===== config.mk =====
export PLATFORM = sky130hd
export DESIGN_NAME = chring_tracker
export DESIGN_NICKNAME = d
export VERILOG_FILES = /design/src/rtl/chring_pkg.sv /design/src/rtl/chring_chan_ctx.sv /design/src/rtl/chring_rr_arb.sv /design/src/rtl/chring_tracker.sv
export SDC_FILE = /design/constraint.sdc
export NUM_CORES = 2
export LEC_CHECK = 0
export ABC_AREA = 1
export CAP_MARGIN = 15
export CORE_UTILIZATION = 60
export DETAILED_ROUTE_END_ITERATION = 8
export PLACE_DENSITY = 0.89
export SLEW_MARGIN = 20
export SYNTH_ARGS = -nofsm -noshare
export SYNTH_HDL_FRONTEND = slang
export SYNTH_SLANG_ARGS = --single-unit
export TNS_END_PERCENT = 20

===== constraint.sdc =====
create_clock -name clk -period 4.51 [get_ports clk]
set_input_delay 0.451 -clock clk [delete_from_list [all_inputs] [get_ports clk]]
set_output_delay 0.451 -clock clk [all_outputs]
set_load 0.05 [all_outputs]

===== src/rtl/chring_pkg.sv =====
package chring_pkg;

  // Config field select codes
  typedef enum logic [2:0] {
    FLD_BASE   = 3'd0,
    FLD_RP     = 3'd1,
    FLD_WP     = 3'd2,
    FLD_LAST   = 3'd3,
    FLD_RUN    = 3'd4,
    FLD_CLRERR = 3'd5
  } cfg_field_e;

  // Each ring element occupies 16 bytes
  localparam int ELEM_SHIFT = 4;

endpackage


===== src/rtl/chring_chan_ctx.sv =====
module chring_chan_ctx #(
  parameter int IDX_W  = 8,
  parameter int ADDR_W = 32
) (
  input  logic              clk,
  input  logic              rst_n,
  input  logic              cfg_hit,
  input  logic [2:0]        cfg_field,
  input  logic [ADDR_W-1:0] cfg_wdata,
  input  logic              db_hit,
  input  logic [IDX_W-1:0]  db_wp,
  input  logic              ret_hit,
  input  logic [IDX_W-1:0]  ret_cnt,
  output logic [ADDR_W-1:0] elem_addr,
  output logic              empty,
  output logic              full,
  output logic              run,
  output logic              eligible
);
  import chring_pkg::*;

  logic [ADDR_W-1:0] base_q;
  logic [IDX_W-1:0]  rp_q, wp_q, last_q;
  logic              run_q, pend_q;
  cfg_field_e        fld;

  // Advance index p by k elements in a ring whose last index is lst
  function automatic logic [IDX_W-1:0] ring_adv(input logic [IDX_W-1:0] p,
                                                input logic [IDX_W-1:0] k,
                                                input logic [IDX_W-1:0] lst);
    logic [IDX_W:0] s, lim;
    s   = {1'b0, p} + {1'b0, k};
    lim = {1'b0, lst} + {{IDX_W{1'b0}}, 1'b1};
    if (s >= lim) s = s - lim;
    return s[IDX_W-1:0];
  endfunction

  // Host byte address of element i of a ring starting at b
  function automatic logic [ADDR_W-1:0] elem_at(input logic [ADDR_W-1:0] b,
                                                input logic [IDX_W-1:0]  i);
    return b + (ADDR_W'(i) << ELEM_SHIFT);
  endfunction

  // Named internal events
  logic [IDX_W-1:0] rp_after;
  logic [IDX_W-1:0] wp_plus1;
  logic             ret_drains;

  assign fld        = cfg_field_e'(cfg_field);
  assign rp_after   = ring_adv(rp_q, ret_cnt, last_q);
  assign wp_plus1   = ring_adv(wp_q, {{(IDX_W-1){1'b0}}, 1'b1}, last_q);
  assign ret_drains = ret_hit && (rp_after == wp_q);

  assign empty     = (rp_q == wp_q);
  assign full      = (wp_plus1 == rp_q);
  assign run       = run_q;
  assign eligible  = run_q && pend_q && !empty;
  assign elem_addr = elem_at(base_q, rp_q);

  always_ff @(posedge clk or negedge rst_n) begin
    if (!rst_n) begin
      base_q <= '0;
      rp_q   <= '0;
      wp_q   <= '0;
      last_q <= '1;
      run_q  <= 1'b0;
      pend_q <= 1'b0;
    end else begin
      if (ret_hit) rp_q <= rp_after;
      if (ret_drains) pend_q <= 1'b0;
      if (db_hit) begin
        wp_q   <= db_wp;
        pend_q <= 1'b1;
      end
      // Config writes take priority over doorbell and retire
      if (cfg_hit) begin
        case (fld)
          FLD_BASE: base_q <= cfg_wdata;
          FLD_RP:   rp_q   <= cfg_wdata[IDX_W-1:0];
          FLD_WP:   wp_q   <= cfg_wdata[IDX_W-1:0];
          FLD_LAST: last_q <= cfg_wdata[IDX_W-1:0];
          FLD_RUN: begin
            run_q <= cfg_wdata[0];
            if (!cfg_wdata[0]) pend_q <= 1'b0;
          end
          default: ;
        endcase
      end
    end
  end


  db_load_chk: assert property (@(posedge clk) disable iff (!rst_n)
    db_hit && !cfg_hit |=> pend_q && (wp_q == $past(db_wp)));


  full_empty_excl_chk: assert property (@(posedge clk) disable iff (!rst_n)
    (last_q != '0) |-> !(empty && full));

endmodule


===== src/rtl/chring_rr_arb.sv =====
module chring_rr_arb #(
  parameter int N  = 8,
  parameter int IW = 3
) (
  input  logic [N-1:0]  req,
  input  logic [IW-1:0] prev,
  output logic          gnt_valid,
  output logic [IW-1:0] gnt_idx
);
  int c;

  // Search starts one past the previously retired channel
  always_comb begin
    gnt_valid = 1'b0;
    gnt_idx   = '0;
    c         = 0;
    for (int k = 1; k <= N; k++) begin
      c = int'(prev) + k;
      if (c >= N) c = c - N;
      if (!gnt_valid && req[c]) begin
        gnt_valid = 1'b1;
        gnt_idx   = IW'(c);
      end
    end
  end


  always_comb begin
    if (gnt_valid) begin
      grant_req_chk: assert (req[gnt_idx]);
    end
  end

endmodule


===== src/rtl/chring_tracker.sv =====
module chring_tracker #(
  parameter int NUM_CH = 8,
  parameter int CH_W   = 8,
  parameter int IDX_W  = 8,
  parameter int ADDR_W = 32
) (
  input  logic              clk,
  input  logic              rst_n,
  input  logic              cfg_we,
  input  logic [CH_W-1:0]   cfg_ch,
  input  logic [2:0]        cfg_field,
  input  logic [ADDR_W-1:0] cfg_wdata,
  input  logic              db_valid,
  input  logic [CH_W-1:0]   db_ch,
  input  logic [IDX_W-1:0]  db_wp,
  output logic              cons_valid,
  output logic [CH_W-1:0]   cons_ch,
  output logic [ADDR_W-1:0] cons_addr,
  input  logic              ret_en,
  input  logic [IDX_W-1:0]  ret_cnt,
  output logic [NUM_CH-1:0] empty_vec,
  output logic [NUM_CH-1:0] full_vec,
  output logic              db_err
);
  import chring_pkg::*;

  localparam int CI_W = (NUM_CH > 1) ? $clog2(NUM_CH) : 1;
  localparam logic [CH_W:0] NUM_CH_V = (CH_W+1)'(NUM_CH);

  logic [ADDR_W-1:0] addr_arr [NUM_CH];
  logic [NUM_CH-1:0] run_vec, elig_vec;

  // Named internal events
  logic            db_in_range, cfg_in_range;
  logic [CI_W-1:0] db_idx;
  logic            db_accept, db_reject, clr_err, retire_fire;
  logic            arb_valid;
  logic [CI_W-1:0] arb_idx;

  logic            off_valid_q, err_q;
  logic [CI_W-1:0] off_idx_q, prev_q;

  assign db_in_range  = ({1'b0, db_ch} < NUM_CH_V);
  assign cfg_in_range = ({1'b0, cfg_ch} < NUM_CH_V);
  assign db_idx       = db_ch[CI_W-1:0];
  assign db_accept    = db_valid && db_in_range && run_vec[db_idx];
  assign db_reject    = db_valid && !db_accept;
  assign clr_err      = cfg_we && (cfg_field == FLD_CLRERR);

  assign cons_valid  = off_valid_q && elig_vec[off_idx_q];
  assign cons_ch     = CH_W'(off_idx_q);
  assign cons_addr   = addr_arr[off_idx_q];
  assign retire_fire = ret_en && cons_valid;
  assign db_err      = err_q;

  for (genvar g = 0; g < NUM_CH; g++) begin : g_ch
    logic cfg_hit_g, db_hit_g, ret_hit_g;
    assign cfg_hit_g = cfg_we && cfg_in_range && (cfg_ch == CH_W'(g)) &&
                       (cfg_field != FLD_CLRERR);
    assign db_hit_g  = db_accept && (db_idx == CI_W'(g));
    assign ret_hit_g = retire_fire && (off_idx_q == CI_W'(g));

    chring_chan_ctx #(.IDX_W(IDX_W), .ADDR_W(ADDR_W)) u_ctx (
      .clk       (clk),
      .rst_n     (rst_n),
      .cfg_hit   (cfg_hit_g),
      .cfg_field (cfg_field),
      .cfg_wdata (cfg_wdata),
      .db_hit    (db_hit_g),
      .db_wp     (db_wp),
      .ret_hit   (ret_hit_g),
      .ret_cnt   (ret_cnt),
      .elem_addr (addr_arr[g]),
      .empty     (empty_vec[g]),
      .full      (full_vec[g]),
      .run       (run_vec[g]),
      .eligible  (elig_vec[g])
    );
  end

  chring_rr_arb #(.N(NUM_CH), .IW(CI_W)) u_arb (
    .req       (elig_vec),
    .prev      (prev_q),
    .gnt_valid (arb_valid),
    .gnt_idx   (arb_idx)
  );

  always_ff @(posedge clk or negedge rst_n) begin
    if (!rst_n) begin
      off_valid_q <= 1'b0;
      off_idx_q   <= '0;
      prev_q      <= CI_W'(NUM_CH - 1);
    end else if (retire_fire) begin
      off_valid_q <= 1'b0;
      prev_q      <= off_idx_q;
    end else if (off_valid_q && !elig_vec[off_idx_q]) begin
      off_valid_q <= 1'b0;
    end else if (!off_valid_q && arb_valid) begin
      off_valid_q <= 1'b1;
      off_idx_q   <= arb_idx;
    end
  end

  always_ff @(posedge clk or negedge rst_n) begin
    if (!rst_n)         err_q <= 1'b0;
    else if (db_reject) err_q <= 1'b1;
    else if (clr_err)   err_q <= 1'b0;
  end


  reject_err_chk: assert property (@(posedge clk) disable iff (!rst_n)
    db_reject |=> db_err);


  retire_withdraw_chk: assert property (@(posedge clk) disable iff (!rst_n)
    retire_fire |=> !cons_valid);


  offer_stable_chk: assert property (@(posedge clk) disable iff (!rst_n)
    cons_valid && !ret_en && !cfg_we && !db_valid |=>
      cons_valid && $stable(cons_ch) && $stable(cons_addr));

endmodule


Word level (Yosys, flattened, before mapping) --
Index checks and enable logic that the tools add are counted.
Cells by class: $add $sub $neg 64, multiply operators 0, div/mod/pow operators 0, $lt $le $gt $ge 37, equal/unequal tests 51, shift operators 0, mux-type cells 164, bitwise operators 3, reduce and logical (&&, ||, !) cells 121
Operators with widths (number):
- 8-bit two-way mux | 64
- 32-bit two-way mux | 10
- 32-bit by 12-bit adder with 32-bit output | 8
- 32-bit by 5-bit >= comparator with 1-bit output (second input constant) | 8
- 32-bit by 5-bit < comparator with 1-bit output (second input constant) | 8
- 32-bit by 5-bit subtractor with 32-bit output (second input constant) | 8
- 8-bit equality test | 24
- 8-bit by 1-bit adder with 9-bit output (second input constant) | 16
- 9-bit >= comparator | 16
- 8-bit subtractor | 16
- 32-bit binary-select mux with 3-bit select | 1
- 8-bit by 8-bit adder with 9-bit output | 8
- 1-bit logical AND | 72
- 1-bit two-way mux | 71
- 2-bit AND reduction | 24
- 8-bit by 3-bit equality test with 1-bit output (second input constant) | 4
- 1-bit binary-select mux with 3-bit select | 10
- 3-bit equality test (second input constant) | 10
- 3-bit two-way mux | 8
- 3-bit by 2-bit equality test with 1-bit output (second input constant) | 6
- 1-bit logical NOT | 18
- 3-bit by 3-bit adder with 4-bit output (second input constant) | 4
- 8-bit by 2-bit equality test with 1-bit output (second input constant) | 2
- 8-bit by 4-bit < comparator with 1-bit output (second input constant) | 2
- other kinds (15) | 22
Word-level totals: register bits after elaboration 472, latch bits 0, RAM bits 0, memory bits (read-only) 0, memories kept 0

Longest topological paths before layout --
depth in word-level cells 32, mapped depth 28, depth with buffers taken out 28

By module --
From an unflattened synthesis, not the netlist that was laid out.
Second synthesis, totals: cell total of the unflattened synthesis 6334, area, all modules 44834.2 um^2
By module, submodules not included:
- chring_chan_ctx (g_ch[1].u_ctx ...) | times used 5, cells an instance 703, area an instance 5190.0 um^2, sequential area each 1461.4 um^2
- chring_chan_ctx (g_ch[3].u_ctx) | times used 1, cells an instance 717, area an instance 5182.5 um^2, sequential area each 1461.4 um^2
- chring_chan_ctx (g_ch[7].u_ctx) | times used 1, cells an instance 710, area an instance 5157.4 um^2, sequential area each 1461.4 um^2
- chring_chan_ctx (g_ch[0].u_ctx) | times used 1, cells an instance 702, area an instance 5107.4 um^2, sequential area each 1461.4 um^2
- chring_tracker | times used 1, cells an instance 548, area an instance 2665.1 um^2, sequential area each 203.9 um^2
- chring_rr_arb | times used 1, cells an instance 142, area an instance 772.0 um^2, sequential area each 0.0 um^2

Least setup slack after synthesis --
OpenSTA, ideal clock, no wires.
path type register to output, from reg g_ch[5].u_ctx.wp_q[0], to out full_vec[5], arrival time 3258 ps, required time 4059 ps, path slack 801 ps, stages on the path, launching flop included 16, buffers on the path 2, path through dfrtp_1 > inv_1 > nor3_1 > nand3_1 > nor3_1 > xor2_1 > ha_1 > nand4_1 > or3b_2 > nand3_1 > buf_2 > o21ai_0 > xor2_1 > or2_2 > nor4_1 > buf_4
Between the ends: cells in the longest elaborated chain, start to end 4, elaborated cells between the ends (all ways) 5, classes of those cells add/sub (2); order compare (1); eq/ne (1); mux (1)
RTL lines:
- start, declared | line chring_chan_ctx.sv:23 | logic [IDX_W-1:0] rp_q, wp_q, last_q;
- start signal, assigned | line chring_chan_ctx.sv:72 | wp_q <= db_wp;
- start signal, assigned | line chring_chan_ctx.sv:80 | FLD_WP: wp_q <= cfg_wdata[IDX_W-1:0];
- 8-bit by 1-bit adder with 9-bit output (*) | line chring_chan_ctx.sv:32 | s = {1'b0, p} + {1'b0, k};
- 8-bit subtractor / 9-bit >= comparator (equally long branches) | line chring_chan_ctx.sv:34 | if (s >= lim) s = s - lim;
- 8-bit two-way mux (*) | line chring_chan_ctx.sv:34
- 8-bit equality test (*) | line chring_chan_ctx.sv:55 | assign full = (wp_plus1 == rp_q);
- end, declared | line chring_tracker.sv:22 | output logic [NUM_CH-1:0] full_vec,
Every way passes the cells marked *; elsewhere a longest branch is shown, timed or not.

Worst setup path after layout --
from reg g_ch[1].u_ctx.last_q[0], to out full_vec[1]
Between the ends: cells in the longest elaborated chain, start to end 4, elaborated cells between the ends (all ways) 5, classes of those cells add/sub (2); order compare (1); eq/ne (1); mux (1)
RTL lines:
- start, declared | line chring_chan_ctx.sv:23
- start signal, assigned | line chring_chan_ctx.sv:81 | FLD_LAST: last_q <= cfg_wdata[IDX_W-1:0];
- 8-bit by 1-bit adder with 9-bit output (*) | line chring_chan_ctx.sv:33 | lim = {1'b0, lst} + {{IDX_W{1'b0}}, 1'b1};
- 8-bit subtractor / 9-bit >= comparator (equally long branches) | line chring_chan_ctx.sv:34
- 8-bit two-way mux (*) | line chring_chan_ctx.sv:34
- 8-bit equality test (*) | line chring_chan_ctx.sv:55
Marks and branches as above.

==> qor.csv <==
stage;metric;value;unit
outcome;status;complete, but fails checks;
outcome;failing checks;setup timing;
global_route;gr usage total;43.9;%
clock_network;clk slew on worst S/H paths;60;ps
critical_path;CP arrival;4190;ps
timing;period utilization;103;%
clock_network;root buf cell;clkbuf_16;
route;initial drt markers;6378;
critical_path;startpoint types;flop;
route;WL/cell;21.7;um
run;max-cap violation count;0;
synthesis;Yosys warning count;0;
power;P per Cell Area;610;mW/mm^2
placed_design;gpl congestion;1.08;
critical_path;Reg2Reg Setup Slack;340;ps
cells_and_area;count of non-filler cells in the finished layout;7663;
synthesis;top cells by count, synth;1738 x nand2_1, 756 x inv_1, 611 x o21ai_0;
synthesis;Seq/Total Area, Yosys;27.5;%
power;leakage power;23.5;nW
route;vias;47364;
critical_path;reg2reg start;g_ch[0].u_ctx.rp_q[0]$_DFF_PN0_;
cells_and_area;final core occ;70.0;%
synthesis;Syn Area/Cell;6.73;um^2
hold_path;Hold Crit Class;in2async;
route;Residual DRC;0;
route;antenna viol nets, final;0;
synthesis;Synth Instances;6426;
floorplan;die height;270;um
clock_network;CTS tree;done;
timing;Worst Tran Pin Value;1170;ps
placed_design;DPL Wire Length;123000;um
cells_and_area;P&R area growth vs syn;15.4;%
timing;Fin. Hold Viols;0;
power;VDD IR max;0.585;mV
timing;Clock Skews;26.2;ps
synthesis;synthesized area;0.0432;mm^2
global_route;first-pass GRT wire length;249000;um
synthesis;top_reg_cell synth;dfrtp_1;
timing;Max Clk Rate;216;MHz
floorplan;# rows;98;
power;Pwr Total;0.0304;W
global_route;largest net degree at the start of global routing;94;
synthesis;Netlist cell types;66;
critical_path;Worst setup endpoint;full_vec[1];
critical_path;Worst Setup SP;g_ch[1].u_ctx.last_q[0]$_DFFE_PN1P_;
critical_path;CP required;4060;ps
floorplan;IO Pins;130;
global_route;vias in the first global route;43653;
clock_network;H-tree Lvls;2;
clock_network;maximum clock path buffer count;3;
critical_path;CP Class;reg2out;
floorplan;effective utilization at floorplan;60.6;%
route;First-pass DRT Iterations;9;
placed_design;placed insts;7501;
clock_network;CTS Buf Count;56;
critical_path;CP max FO;8;
timing;total negative setup slack;-375;ps
synthesis;most frequent cell after synthesis;nand2_1;
floorplan;DIE AREA;0.0732;mm^2
timing;final worst setup slack;-127;ps
synthesis;ys async rst share;100;%
cells_and_area;Final Cell Area;0.0499;mm^2
floorplan;Die W;270;um
timing;max-slew violations;0;
cells_and_area;proportion of layout cells with a drive suffix above 1;11.2;%
synthesis;post-synth top area cell;dfrtp_1;
placed_design;# port buffers;124;
global_route;grt ovf;0;
route;vias per cell;6.18;
timing;# setup viols final;6;
clock_network;Clk Latency, worst-skew pair;660;ps
clock_network;TritonCTS Sinks;472;
synthesis;Yosys top cell area share;23.4;%
synthesis;EDFF count, synth;0;
timing;fin crit period;4640;ps
timing;RSZ-0062 raised after global routing;true;
floorplan;core outline area;0.0714;mm^2
timing;worst rel slew slack;21.9;%
synthesis;ranking of synthesized cells by area;dfrtp_1 23%, nand2_1 15%, ha_1 8.4%;
global_route;antenna violations before repair;10;
synthesis;#FFs+latches synth;472;
critical_path;Worst R2R End;g_ch[0].u_ctx.pend_q$_DFF_PN0_;
cells_and_area;Layout Nets;7049;
critical_path;Critical Path Sink Type;output pin;
critical_path;Reg2Reg Depth;25;
route;Post-Route WL;166000;um
placed_design;Area after DPL;0.0465;mm^2
worst min-delay path by stage:
stage | startpoint | endpoint | slack (ps)
2_1_floorplan | rst_n | db_err$_DFFE_PN0P_ | 160
3_3_place_gp | g_ch[0].u_ctx.base_q[0]$_DFFE_PN0P_ | g_ch[0].u_ctx.base_q[0]$_DFFE_PN0P_ | 470
3_5_place_dp | g_ch[2].u_ctx.base_q[3]$_DFFE_PN0P_ | g_ch[2].u_ctx.base_q[3]$_DFFE_PN0P_ | 470
4_1_cts | rst_n | g_ch[7].u_ctx.base_q[24]$_DFFE_PN0P_ | 460
5_1_grt | rst_n | g_ch[7].u_ctx.base_q[23]$_DFFE_PN0P_ | 490
6_report | rst_n | g_ch[7].u_ctx.base_q[24]$_DFFE_PN0P_ | 460
kinds of logic after synthesis:
logic type | after synthesis | share of synthesized area, %
compound gates | 1313 | 16.6
xor+xnor | 381 | 7.72
fa+ha+maj | 322 | 9.87
buf+inv | 962 | 8.73
flops | 472 | 27.5
mux | 4 | 0.104
other cells | 1 | 0.00867
simple gates | 2971 | 29.4
metrics by stage:
step / hold slack [ps] / setup WS (ps)
global route: 489 / -325
detailed placement: 473 / -34.9
CTS: 458 / -196
global placement: 466 / 101
floorplan: 155 / 801
finish: 465 / -127
state kept, by name, indices dropped and copies added, names as in the netlist:
name	count
prev_q	3
g_ch.u_ctx.run	8
off_idx_q	3
g_ch.u_ctx.pend_q	8
g_ch.u_ctx.wp_q	64
g_ch.u_ctx.rp_q	64
db_err	1
g_ch.u_ctx.base_q	256
g_ch.u_ctx.last_q	64
off_valid_q	1
where the power goes:
part / internal [W] / switching [W] / total [W]
sequential: 0.00459 / 0.000944 / 0.00553
combinational: 0.00745 / 0.0124 / 0.0199
clock: 0.00299 / 0.00203 / 0.00502
critical path: stages, from the launching register on:
cell and delay, ps:
dfstp_2 560, ha_2 200, nand3_2 110, xor2_2 190, ha_1 430, nand2_1 130
o21ai_0 330, a21oi_2 160, nand3_4 150, mux2_2 370, xor2_1 170, nand2_1 80
nor4_2 270, buf_4 220, buf_12 140
cells in the final DEF (no fill, tap or decap), types with 67 or more instances in the layout:
master / count
nand2_1: 1718
inv_1: 738
o21ai_0: 582
nand3_1: 423
dfrtp_1: 379
nor2_1: 375
a21oi_1: 319
ha_1: 264
xor2_1: 249
buf_4: 217
o21ai_1: 122
xnor2_1: 120
nor3_1: 111
o211ai_1: 86
nand4_1: 85
clkdlybuf4s50_1: 83
dfstp_2: 67
cell type report:
type                            instances  area (um^2)
Clock inverter                         32          428
Sequential cell                       472        11900
Antenna cell                           10         25.0
Inverter                              782         2940
Tap cell                              950         1190
Clock buffer                           74         1620
Fill cell                            6019        21400
Timing Repair Buffer                  344         3210
Multi-Input combinational cell       4999        28600
metal layers:
layer / vias up / track usage [%] / share of wire (%)
li1: 21781 / - / -
met1: 21858 / 58.2 / 38
met2: 3038 / 64.8 / 42
met3: 675 / 11.4 / 14
met4: 12 / 25.1 / 6.5
met5: - / 0 / 0.052
what timing repair did:
item	in CTS	in global routing
pin swaps	12	54
hold endpoints to repair	82	0
setup endpoints to repair	17	28
setup buffers	9	33
gates resized for setup	75	186
hold buffers	1	0
gates cloned	1	2
Note: power is estimated with default switching activity, not from simulation.
